`src/rtl/pdm_pkg.sv`:
```
package pdm_pkg;
  parameter int PDM_CHANNELS = 4;
  parameter int PDM_LEVEL_W  = 8;
  parameter int PDM_PORT_W   = 8;
endpackage

```
`src/rtl/pdm_level_bank.sv`:
```
module pdm_level_bank #(
  parameter int NCH = 4,
  parameter int W   = 8
) (
  input  logic           clk,
  input  logic           rst,
  input  logic           ld_valid,
  input  logic [NCH*W-1:0] ld_data,
  output logic [NCH*W-1:0] lvl_q
);
  always_ff @(posedge clk) begin
    if (rst)           lvl_q <= '0;
    else if (ld_valid) lvl_q <= ld_data;
  end


  lvl_hold_chk: assert property (@(posedge clk) disable iff (rst)
    !ld_valid |=> $stable(lvl_q));

  lvl_capture_chk: assert property (@(posedge clk) disable iff (rst)
    ld_valid |=> (lvl_q == $past(ld_data)));
endmodule

```
`src/rtl/pdm_channel.sv`:
```
module pdm_channel #(
  parameter int W = 8
) (
  input  logic         clk,
  input  logic         rst,
  input  logic         tick,
  input  logic [W-1:0] level,
  output logic         bit_q
);
  logic [W-1:0] acc_q;
  logic [W:0]   sum;

  assign sum = {1'b0, acc_q} + {1'b0, level};

  always_ff @(posedge clk) begin
    if (rst) begin
      acc_q <= '0;
      bit_q <= 1'b0;
    end else if (tick) begin
      acc_q <= sum[W-1:0];
      bit_q <= sum[W];
    end
  end

  // a high bit must coincide with the integrator wrapping
  carry_wrap_chk: assert property (@(posedge clk) disable iff (rst)
    tick |=> (bit_q == (acc_q < $past(acc_q))));

  zero_level_chk: assert property (@(posedge clk) disable iff (rst)
    (tick && level == '0) |=> (!bit_q && $stable(acc_q)));

  acc_hold_chk: assert property (@(posedge clk) disable iff (rst)
    !tick |=> ($stable(acc_q) && $stable(bit_q)));

  no_double_high_chk: assert property (@(posedge clk) disable iff (rst)
    (tick && bit_q && level <= (1 << (W-1))) |=> !bit_q);
endmodule

```
`src/rtl/pdm_port_pack.sv`:
```
module pdm_port_pack #(
  parameter int NCH    = 4,
  parameter int PORT_W = 8
) (
  input  logic [NCH-1:0]    bits,
  output logic [PORT_W-1:0] port
);
  localparam int PAD_W = PORT_W - NCH;

  generate
    if (PAD_W > 0) begin : g_pad
      assign port = {{PAD_W{1'b0}}, bits};
    end else begin : g_nopad
      assign port = bits[PORT_W-1:0];
    end
  endgenerate
endmodule

```
`src/rtl/pdm_quad.sv`:
```
module pdm_quad
  import pdm_pkg::*;
#(
  parameter int NCH    = PDM_CHANNELS,
  parameter int W      = PDM_LEVEL_W,
  parameter int PORT_W = PDM_PORT_W
) (
  input  logic              clk,
  input  logic              rst,
  input  logic              tick,
  input  logic              lvl_valid,
  output logic              lvl_ready,
  input  logic [NCH*W-1:0]  lvl_data,
  output logic [PORT_W-1:0] port_out
);
  logic [NCH*W-1:0] lvl_q;
  logic [NCH-1:0]   bits;

  assign lvl_ready = 1'b1;

  pdm_level_bank #(.NCH(NCH), .W(W)) u_bank (
    .clk(clk), .rst(rst), .ld_valid(lvl_valid), .ld_data(lvl_data), .lvl_q(lvl_q)
  );

  for (genvar i = 0; i < NCH; i++) begin : g_ch
    pdm_channel #(.W(W)) u_ch (
      .clk(clk), .rst(rst), .tick(tick),
      .level(lvl_q[i*W +: W]), .bit_q(bits[i])
    );
  end

  pdm_port_pack #(.NCH(NCH), .PORT_W(PORT_W)) u_pack (
    .bits(bits), .port(port_out)
  );


  port_hold_chk: assert property (@(posedge clk) disable iff (rst)
    !tick |=> $stable(port_out));

  reset_clear_chk: assert property (@(posedge clk)
    rst |=> (port_out == '0));
endmodule

```
`config.mk`:
```
export PLATFORM = sky130hd
export DESIGN_NAME = pdm_quad
export DESIGN_NICKNAME = d
export VERILOG_FILES = /design/src/rtl/pdm_pkg.sv /design/src/rtl/pdm_level_bank.sv /design/src/rtl/pdm_channel.sv /design/src/rtl/pdm_port_pack.sv /design/src/rtl/pdm_quad.sv
export SDC_FILE = /design/constraint.sdc
export NUM_CORES = 1
export LEC_CHECK = 0
export BUFFER_PORTS_ARGS = -buffer_cell sky130_fd_sc_hd__clkbuf_2
export CORE_UTILIZATION = 60
export CTS_BUF_LIST = sky130_fd_sc_hd__clkbuf_8
export DETAILED_ROUTE_END_ITERATION = 8
export PLACE_DENSITY_LB_ADDON = 0.25
export SKIP_LAST_GASP = 1
export SLEW_MARGIN = 20
export SYNTH_ARGS = -nofsm -noshare
export SYNTH_HDL_FRONTEND = slang
export SYNTH_SLANG_ARGS = --single-unit
```
`constraint.sdc`:
```
create_clock -name clk -period 5.31 [get_ports clk]
set_clock_uncertainty 0.2 [all_clocks]
set_input_delay 0.7965 -clock clk [delete_from_list [all_inputs] [get_ports clk]]
set_output_delay 0.7965 -clock clk [all_outputs]
set_load 0.05 [all_outputs]
```
[Word level (Yosys, flattened, before mapping)]
Index checks and enable logic that the tools add are counted.
Operators by class
  add/sub/neg operators: 4
Operators by type and width (count)
  $add 8x8->9: 4
Storage, ports and cells
  register bits after elaboration: 68
  input bits: 36
  logic and storage cells: 13

[Logic depth before layout (Yosys ltp)]
Gate-level depths: netlist of run 1.
  depth after elaboration: 1
  mapped depth: 7

[Cells and area by module]
A second synthesis of run 1 with hierarchy kept.
Unflattened totals
  cell total of the unflattened synthesis: 390
  area total of the unflattened synthesis: 3868.7 um2
By module, submodules not included
  pdm_channel at g_ch[1].u_ch ...: times used 3, cells an instance 69, area each 655.6 um2, seq. area each 180.2 um2
  pdm_level_bank: times used 1, cells an instance 103, area each 1163.6 um2, seq. area each 640.6 um2
  pdm_channel at g_ch[0].u_ch: times used 1, cells an instance 69, area each 663.1 um2, seq. area each 180.2 um2
  pdm_port_pack: times used 1, cells an instance 9, area each 63.8 um2, seq. area each 0.0 um2
  pdm_quad: times used 1, cells an instance 2, area each 11.3 um2, seq. area each 0.0 um2

[Worst setup path after synthesis of run 1]
Ideal clock, no wire load.
  path type: flip-flop to flip-flop
  start: register g_ch[1].u_ch.acc_q[0]
  end: register g_ch[1].u_ch.acc_q[6]
  setup time: 117 ps
  arrival: 1653 ps
  data required time: 4993 ps
  path slack: 3340 ps
  stages on the path, launching flop included: 7
  path buffers: 0
  clock period less this slack: 1970 ps
  cells stage by stage: dfxtp_1 ha_1 fa_1 nand3_1 a31oi_1 or3_1 a32o_1
Between the ends
  cells in the longest elaborated chain, start to end: 1
Ends and longest elaborated chain
  start, declared: RTL line pdm_channel.sv:10  | logic [W-1:0] acc_q;
  start signal, assigned: RTL line pdm_channel.sv:20  | acc_q <= sum[W-1:0];
  $add 8x8->9: RTL line pdm_channel.sv:13  | assign sum = {1'b0, acc_q} + {1'b0, level};
No other way between the ends.
A chain may end at the register's enable or synchronous reset.

==> out/qor.yml, run 1 <==
required_ns: 5.35
grt_pass1_vias: 2611
dr.pass1.iters: 4
hold_violations: 0
detail_route.wl_per_cell_um: 13.5
crit_buf_inv: 2
setup_violations: 0
path_depth: 5
r2r-start: "g_ch[2].u_ch.acc_q[0]"
drtAntennaViolNets: 0
post_dp_cell_area_um2: 3850
post_cts_resized: 0
synth_area_leaders: "dfxtp_1, ha_1, mux2i_1"
worst_slack_ns: 2.68
fin_crit_sh: 0.496
grt_usage: 0.227
max_freq_mhz: 380
period_needed_ns: 2.63
ff2ff_setup_slack_ns: 3.17
cts_made_buffers: 9
slew_headroom: 0.302
power.leakage_nw: 1.86
htree_levels: 3
grt_pass1_wl_mm: 11.3
ys_types: 38
postCtsHoldBufs: 0
grt.overflow.total: 0
fp.dieW_um: 80.6
drv_slew: 0
clockBufferDepth: 2
path_cells: "clkbuf_2 > inv_1 > a211o_1 > a21oi_1 > a211oi_1"
async_flop_share: 0
ctsRootBufferMaster: "clkbuf_8"
max_stage_delay_ns: 0.76
start_kind: "primary input"
synth.largest_area_cell: "dfxtp_1"
drtIter0Drc: 116
synth_flop_cell: "dfxtp_1"
diodes: 0
critPathMaxFanout: 46
gp_congestion: 0.820
rsz0062_at_grt: "no"
dp_slack_ns: 2.37
ios: 45
remaining_drc_errors: 0
final_cells: 501
syn_to_final_growth_pct: 8.75
ir_worst_vdd_uv: 176
synth.yosys.seq_area_share: 0.367
cts_tree: "done"
io_buffers: 39
drive_above_1_share: 0.143
maxCapViolCount: 0
cp-endpoint: "g_ch[3].u_ch.bit_q"
worst_pin_slew_ns: 1.05
ys_ff_latch: 68
die_h_um: 80.6
antenna_found_initial: 0
crit_arrival_ns: 2.68
syn_area_um2: 3700
end_kind: "register"
routed_wl_mm: 6.78
holdCritStartpoint: "g_ch[1].u_ch.acc_q[6]"
dp.cells: 485
vias: 2874
floorplan.initialDensity: 0.622
yosys-top-cells-count: "dfxtp_1, nor2_1, mux2i_1"
fin_util: 0.676
yosys.area.top_type_share: 0.367
fill_cells: 505
cp_slowest_cell: "clkbuf_2"
rows: 28
critPathKind: "primary input to register"
hpwl_mm: 4.72
clk_pin_slew_ns: 0.07
crit_family: "buffers and inverters"
clock_latency_ns: 0.35
grt_max_degree: 47
synth.yosys.warnings: 0
core_area_um2: 5960
startpoint: "tick"
dieArea_um2: 6490
synth.most_common_cell: "dfxtp_1"
min_path_type: "register to register"
layout.nets: 493
ff2ff_path_depth: 6
setup-tns-final_ns: 0
r2r-end: "g_ch[2].u_ch.acc_q[6]"
avgSynthCellArea_um2: 9.40
post-cts-setup-buffer-count: 0
synthesis.instances: 394
synth-edff-count: 0
final_area_um2: 4030
clkSinkCount: 68
p_per_area_nw_per_um2: 289
drt-vias-per-instance: 5.74
status: "completed"
==> registers in the layout, summed over array words and instances, names as in the netlist <==
register / cells
g_ch.u_ch.bit_q: 4
u_bank.lvl_q: 32
g_ch.u_ch.acc_q: 32
==> worst min-delay path by stage <==
stage / end / slack (ns) / cells after the start
global placement: g_ch[1].u_ch.acc_q[6] / 0.27 / 1
global route: g_ch[0].u_ch.acc_q[4] / 0.31 / 2
floorplan: g_ch[0].u_ch.acc_q[6] / 0.25 / 1
CTS: g_ch[3].u_ch.acc_q[4] / 0.29 / 2
detailed placement: g_ch[1].u_ch.acc_q[6] / 0.27 / 1
finish: g_ch[1].u_ch.acc_q[6] / 0.28 / 1
==> placed cells by master, fill, tap and decap left out, types with 2 or more instances in the layout <==
master / netlist / final
xnor2_1: 15 / 15
mux2_1: 4 / 4
nand2_1: 19 / 19
o21bai_1: 10 / 10
a211oi_1: 19 / 19
fa_1: 4 / 4
dfxtp_1: 68 / 68
nand3_1: 3 / 3
a211o_1: 2 / 2
a21oi_1: 23 / 23
mux2_2: 4 / 4
clkbuf_2: 0 / 39
o21ai_0: 16 / 16
o21ai_1: 3 / 3
conb_1: 2 / 5
clkbuf_8: 0 / 12
o22ai_1: 4 / 4
a21oi_2: 3 / 3
mux2i_1: 39 / 39
nor2_1: 58 / 58
o211ai_1: 3 / 3
or3_1: 3 / 3
a32o_1: 3 / 3
a31oi_1: 3 / 3
a21o_1: 4 / 4
inv_1: 7 / 10
a41oi_1: 4 / 4
ha_1: 32 / 32
nor3b_1: 2 / 2
o32ai_1: 4 / 4
==> area by class of cell <==
type | count | area [µm²] | share of cell area
Multi-Input combinational cell | 295 | 2160 | 0.537
Sequential cell | 68 | 1360 | 0.338
Timing Repair Buffer | 40 | 203 | 0.0503
Clock buffer | 12 | 165 | 0.0410
Tap cell | 75 | 93.8 | 0.0233
Inverter | 7 | 26.3 | 0.00652
Clock inverter | 4 | 16.3 | 0.00404
==> routing by layer <==
layer	wire, µm	global-route usage	vias up
li1	-	-	1463
met1	3150	0.276	1338
met3	298	0.0557	17
met4	147	0.0964	0
met2	3180	0.379	56
met5	0	0	-
==> power breakdown <==
group | total (mW) | switching, mW | internal (mW)
registers | 0.568 | 0.0228 | 0.545
logic | 0.204 | 0.114 | 0.0907
clock network | 0.393 | 0.191 | 0.202
==> cell families (layout without fill, tap and decap cells) <==
kind of cell,Yosys count,in the layout,share of synthesized area
other,2,5,0.00203
AOI/OAI and AO/OA,103,103,0.185
DFF,68,68,0.367
buffers and inverters,34,63,0.0517
xor gates and xnor gates,16,16,0.0378
and+or+nand+nor,88,88,0.0966
muxes,47,47,0.130
adders and majority gates,36,36,0.130
==> stage by stage <==
stage,total power [mW],hold slack [ns]
floorplan,0.745,0.248
global placement,0.774,0.271
detailed placement,0.783,0.270
CTS,1.17,0.287
global route,1.23,0.314
finish,1.17,0.283
No activity file was read; power rests on OpenSTA's default activity.
==> run 2, diff against run 1 <==
Settings changed: CORE_UTILIZATION 60 to 54.
Clock period 5.31 ns to 2.3 ns, I/O delays scaled along.
==> run 2 against run 1 <==
- the flow now finishes with violations (design-rule violations)
- sequential share of layout area fell by 0.65 points
- cell count rose by 1.2%
- total power rose by 140%
- combinational power rose by 140%
- utilization fell by 4.4 points
- global-route usage fell by 1.7 points
- register-to-register slack got worse by 2.9 ns
- worst setup slack got worse by 2.4 ns
- clock power rose to 2.5 times the previous value
- die area rose by 11%
- critical endpoint is now g_ch[2].u_ch.acc_q[6]
==> out/qor.yml, run 2 (synthesis gave the netlist of run 1 again) <==
critPathKind: "register to register"
clock_latency_ns: 0.34  # about the same
grt_pass1_vias: 2644  # +1.3%
io_buffers: 39  # unchanged
hpwl_mm: 5.13  # +8.6%
maxCapViolCount: 0  # unchanged
cp_slowest_cell: "fa_1"
startpoint: "g_ch[2].u_ch.acc_q[0]"
r2r-start: "g_ch[2].u_ch.acc_q[0]"
end_kind: "register"
power.leakage_nw: 1.89  # +1.5%
r2r-end: "g_ch[2].u_ch.acc_q[6]"
p_per_area_nw_per_um2: 679  # +130%
violations: "design-rule violations"
fin_util: 0.632  # -0.0440
core_area_um2: 6490  # +9.1%
reg.largest.list: "g_ch.u_ch.acc_q (32), u_bank.lvl_q (32), g_ch.u_ch.bit_q (4)"
setup_violations: 0  # unchanged
post_cts_resized: 0  # unchanged
cts_tree: "done"
final_cell_mix: "dfxtp_1, nor2_1, mux2i_1, clkbuf_2, ha_1"
ctsRootBufferMaster: "clkbuf_8"
max_freq_mhz: 483
rsz0062_at_grt: "no"
grt_max_degree: 59  # +26%
ios: 45  # unchanged
final_cells: 507  # +1.2%
period_needed_ns: 2.07
cp-endpoint: "g_ch[2].u_ch.acc_q[6]"
drv_slew: 0  # unchanged
dp.cells: 491  # +1.2%
required_ns: 2.34  # -3.01 ns
drtAntennaViolNets: 0  # unchanged
routed_wl_mm: 7.05  # +4.0%
path_cells: "ha_1 > fa_1 > nand3_1 > a31oi_1 > or3_1 > a32o_1"
whs_ns: 0.0371  # -0.246 ns
diodes: 0  # unchanged
path_depth: 6  # +1
detail_route.wl_per_cell_um: 13.9  # +2.8%
status: "complete, but fails checks"
max_stage_delay_ns: 0.42  # -0.34 ns
layout.nets: 497  # +0.81%
post-cts-setup-buffer-count: 0  # unchanged
clk_pin_slew_ns: 0.07  # about the same
final_common_cell: "dfxtp_1"
die_h_um: 84.8  # +5.3%
crit_family: "adder cells"
syn_to_final_growth_pct: 10.9
fp.dieW_um: 84.8  # +5.3%
ir_worst_vdd_uv: 364  # +110%
ff2ff_path_depth: 6  # unchanged
start_kind: "register"
dr.pass1.iters: 8  # +4
setup-tns-final_ns: 0  # unchanged
grt_usage: 0.210  # -0.0174
clkSinkCount: 68  # unchanged
clockBufferDepth: 2  # unchanged
remaining_drc_errors: 4  # +4
antenna_found_initial: 0  # unchanged
postCtsHoldBufs: 0  # unchanged
drive_above_1_share: 0.156  # +0.0126
cts_made_buffers: 9  # unchanged
dieArea_um2: 7200  # +11%
grt_pass1_wl_mm: 12.0  # +5.7%
critPathMaxFanout: 3  # -93%
worst_slack_ns: 0.229  # -2.45 ns
vias: 2834  # -1.4%
gp_congestion: 0.813  # -0.88%
ff2ff_setup_slack_ns: 0.23  # -2.94 ns
htree_levels: 3  # unchanged
floorplan.initialDensity: 0.570  # -0.0516
crit_arrival_ns: 2.11  # -0.57 ns
drt-vias-per-instance: 5.59  # -2.6%
fin_crit_sh: 0.900
drtIter0Drc: 89  # -23%
dp_slack_ns: 0.238  # -2.13 ns
grt.overflow.total: 0  # unchanged
min_path_type: "primary input to register"
rows: 29  # +3.6%
crit_buf_inv: 0  # -2
hold_violations: 0  # unchanged
==> run 2: stage by stage <==
step           area, µm²  power (mW)
2_1_floorplan       3720        1.72
3_3_place_gp        3910        1.80
3_5_place_dp        3910        1.82
4_1_cts             4110        2.81
5_1_grt             4110        2.93
6_report            4110        2.79
==> run 2: worst register-to-register path: cells and delay by family (launching register included) <==
family / cells / cell delay [ns]
AND/OR/NAND/NOR: 2 / 0.45
adder cells (fa/ha/maj): 2 / 0.65
AO/OA/AOI/OAI: 2 / 0.36
flip-flops: 1 / 0.32
==> run 2: report_power, final <==
group	switching, mW	internal [mW]	total (mW)
logic	0.271	0.217	0.487
clock network	0.440	0.552	0.992
registers	0.0515	1.26	1.31
total	0.762	2.03	2.79
==> run 2: routing by layer <==
metal	wire length [µm]	up-vias	track usage
met2	3420	41	0.373
met4	85	0	0.0647
met5	0	-	0
met1	3330	1308	0.253
li1	-	1476	-
met3	226	9	0.0477
==> run 2: worst min-delay path by stage <==
stage                                from                    end  slack (ns)  cells after the start
finish                       lvl_data[10]       u_bank.lvl_q[10]        0.04                      3
global route                  lvl_data[9]        u_bank.lvl_q[9]        0.04                      3
CTS                          lvl_data[21]       u_bank.lvl_q[21]        0.03                      3
detailed placement  g_ch[0].u_ch.acc_q[6]  g_ch[0].u_ch.acc_q[6]        0.27                      1
global placement    g_ch[1].u_ch.acc_q[6]  g_ch[1].u_ch.acc_q[6]        0.26                      1
floorplan           g_ch[0].u_ch.acc_q[6]  g_ch[0].u_ch.acc_q[6]        0.25                      1
==> run 2: final cells by class <==
type                    count  area (µm²)
clock buffers              11         151
clock inverters             5        51.3
fillers                   568        2390
inverters                   7        26.3
multi-input cells         295        2160
flip-flops and latches     68        1360
well taps                  77        96.3
repair buffers             44         258
==> run 3, diff against run 2 <==
Settings changed: CORE_ASPECT_RATIO from default to 0.8, HOLD_SLACK_MARGIN from default to 0.15.
==> run 3 against run 2 <==
- the flow now finishes without violations
- sequential share of layout area fell by 2.4 points
- die area barely moved
- worst hold slack improved by 0.21 ns
- critical path type unchanged
- largest cell class unchanged
==> out/qor.yml, run 3 (synthesis gave the netlist of run 1 again) <==
post_cts_resized: 0  # unchanged
rows: 26  # -10%
pwr-share-clk: 0.324  # -0.032
post_dp_cell_area_um2: 3940  # +0.80%
critPathMaxFanout: 3  # unchanged
path_cells: "ha_1 > fa_1 > nand3_1 > a31oi_1 > or3_1 > a32o_1"
antenna_found_initial: 0  # unchanged
detail_route.wl_per_cell_um: 13.6  # -2.4%
grt.overflow.total: 0  # unchanged
drtAntennaViolNets: 0  # unchanged
ios: 45  # unchanged
clockBufferDepth: 2  # unchanged
diodes: 0  # unchanged
core_area_um2: 6510  # +0.17%
cts_tree: "done"
vias: 2989  # +5.5%
final_common_cell: "dfxtp_1"
io_buffers: 39  # unchanged
drive_above_1_share: 0.151  # -0.00495
layout.nets: 532  # +7.0%
drv_slew: 0  # unchanged
routed_wl_mm: 7.44  # +5.5%
status: "completed"
reg.largest.list: "g_ch.u_ch.acc_q (32), u_bank.lvl_q (32), g_ch.u_ch.bit_q (4)"
seqPwrFrac: 0.480  # +0.010
remaining_drc_errors: 0  # -4
drtIter0Drc: 90  # +1.1%
switching_share: 0.284  # +0.0110
setup-tns-final_ns: 0  # unchanged
whs_path_depth: 3  # unchanged
ir_worst_vdd_uv: 421  # +16%
fin_util: 0.681  # +0.0489
clk_pin_slew_ns: 0.07  # about the same
p_per_area_nw_per_um2: 616  # -9.4%
maxCapViolCount: 0  # unchanged
dieArea_um2: 7200  # about the same
cts_made_buffers: 9  # unchanged
switchingPower_uw: 776  # +1.8%
critPathKind: "register to register"
ctsRootBufferMaster: "clkbuf_8"
hold_violations: 0  # unchanged
post-cts-setup-buffer-count: 0  # unchanged
min_path_type: "primary input to register"
grt_usage: 0.224  # +0.0146
power.leakage_nw: 2.02  # +6.8%
grt_pass1_wl_mm: 12.7  # +6.2%
worst_slack_ns: 0.213  # -0.0162 ns
grt_max_degree: 28  # -53%
ff2ff_path_depth: 6  # unchanged
floorplan.initialDensity: 0.569  # -0.000987
syn_to_final_growth_pct: 19.7
dp.cells: 501  # +2.0%
gp_congestion: 0.828  # +1.9%
max_stage_delay_ns: 0.41  # about the same
drt-vias-per-instance: 5.45  # -2.4%
hpwl_mm: 5.16  # +0.49%
grt_pass1_vias: 2950  # +12%
dp_slack_ns: 0.231  # -0.00759 ns
required_ns: 2.34  # about the same
final_area_um2: 4430  # +7.9%
end_kind: "register"
die_h_um: 76.1  # -10%
total_power_mw: 2.73  # -2.2%
clock_latency_ns: 0.34  # about the same
final_cell_mix: "dfxtp_1, nor2_1, mux2i_1, clkbuf_2"
final_cells: 548  # +8.1%
max_freq_mhz: 479  # -0.78%
period_needed_ns: 2.09  # +0.0162 ns
combPwrFrac: 0.196  # +0.021
clkSinkCount: 68  # unchanged
crit_arrival_ns: 2.12  # about the same
fill_cells: 551  # -3.0%
whs_ns: 0.248  # +0.211 ns
setup_violations: 0  # unchanged
start_kind: "register"
htree_levels: 3  # unchanged
dr.pass1.iters: 6  # -2
fp.dieW_um: 94.6  # +12%
rsz0062_at_grt: "no"
postCtsHoldBufs: 32  # +32
power.internal_mw: 1.95  # -3.7%
cp_slowest_cell: "fa_1"
fin_crit_sh: 0.907  # +0.00706
-- run 3: power groups by stage --
stage	clock (mW)	combinational (mW)	sequential, mW
detailed placement	0	0.487	1.34
floorplan	0	0.397	1.32
finish	0.885	0.534	1.31
global route	0.953	0.596	1.32
global placement	0	0.472	1.33
CTS	0.908	0.533	1.31
-- run 3: critical path: cells and delay by family (launching register included) --
family | cells | cell delay, ns
simple gates | 2 | 0.46
fa+ha+maj | 2 | 0.64
compound gates | 2 | 0.37
flops | 1 | 0.31
-- run 3: worst paths after layout --
| kind | from | to | slack, ns |
|---|---|---|---|
| max reg2reg | g_ch[2].u_ch.acc_q[0] | g_ch[2].u_ch.acc_q[6] | 0.21 |
| max | g_ch[2].u_ch.acc_q[0] | g_ch[2].u_ch.acc_q[6] | 0.21 |
| min | rst | u_bank.lvl_q[9] | 0.25 |
| min reg2reg | g_ch[1].u_ch.acc_q[6] | g_ch[1].u_ch.acc_q[6] | 0.28 |
-- run 3: cell type report --
type / instances / area (µm²) / share of cell area
Clock inverter: 4 / 25.0 / 0.00564
Inverter: 7 / 26.3 / 0.00593
Tap cell: 84 / 105 / 0.0237
Multi-Input combinational cell: 295 / 2160 / 0.488
Timing Repair Buffer: 79 / 601 / 0.135
Sequential cell: 68 / 1360 / 0.307
Clock buffer: 11 / 151 / 0.0342
-- run 3: per-layer routing --
| metal | up-vias | GRT usage | part of all wire | wire length [µm] |
|---|---|---|---|---|
| met4 | 0 | 0.0606 | 0.0099 | 74 |
| met5 | - | 0 | 0 | 0 |
| met1 | 1381 | 0.277 | 0.48 | 3570 |
| li1 | 1542 | - | - | - |
| met3 | 8 | 0.0679 | 0.035 | 261 |
| met2 | 58 | 0.375 | 0.48 | 3540 |
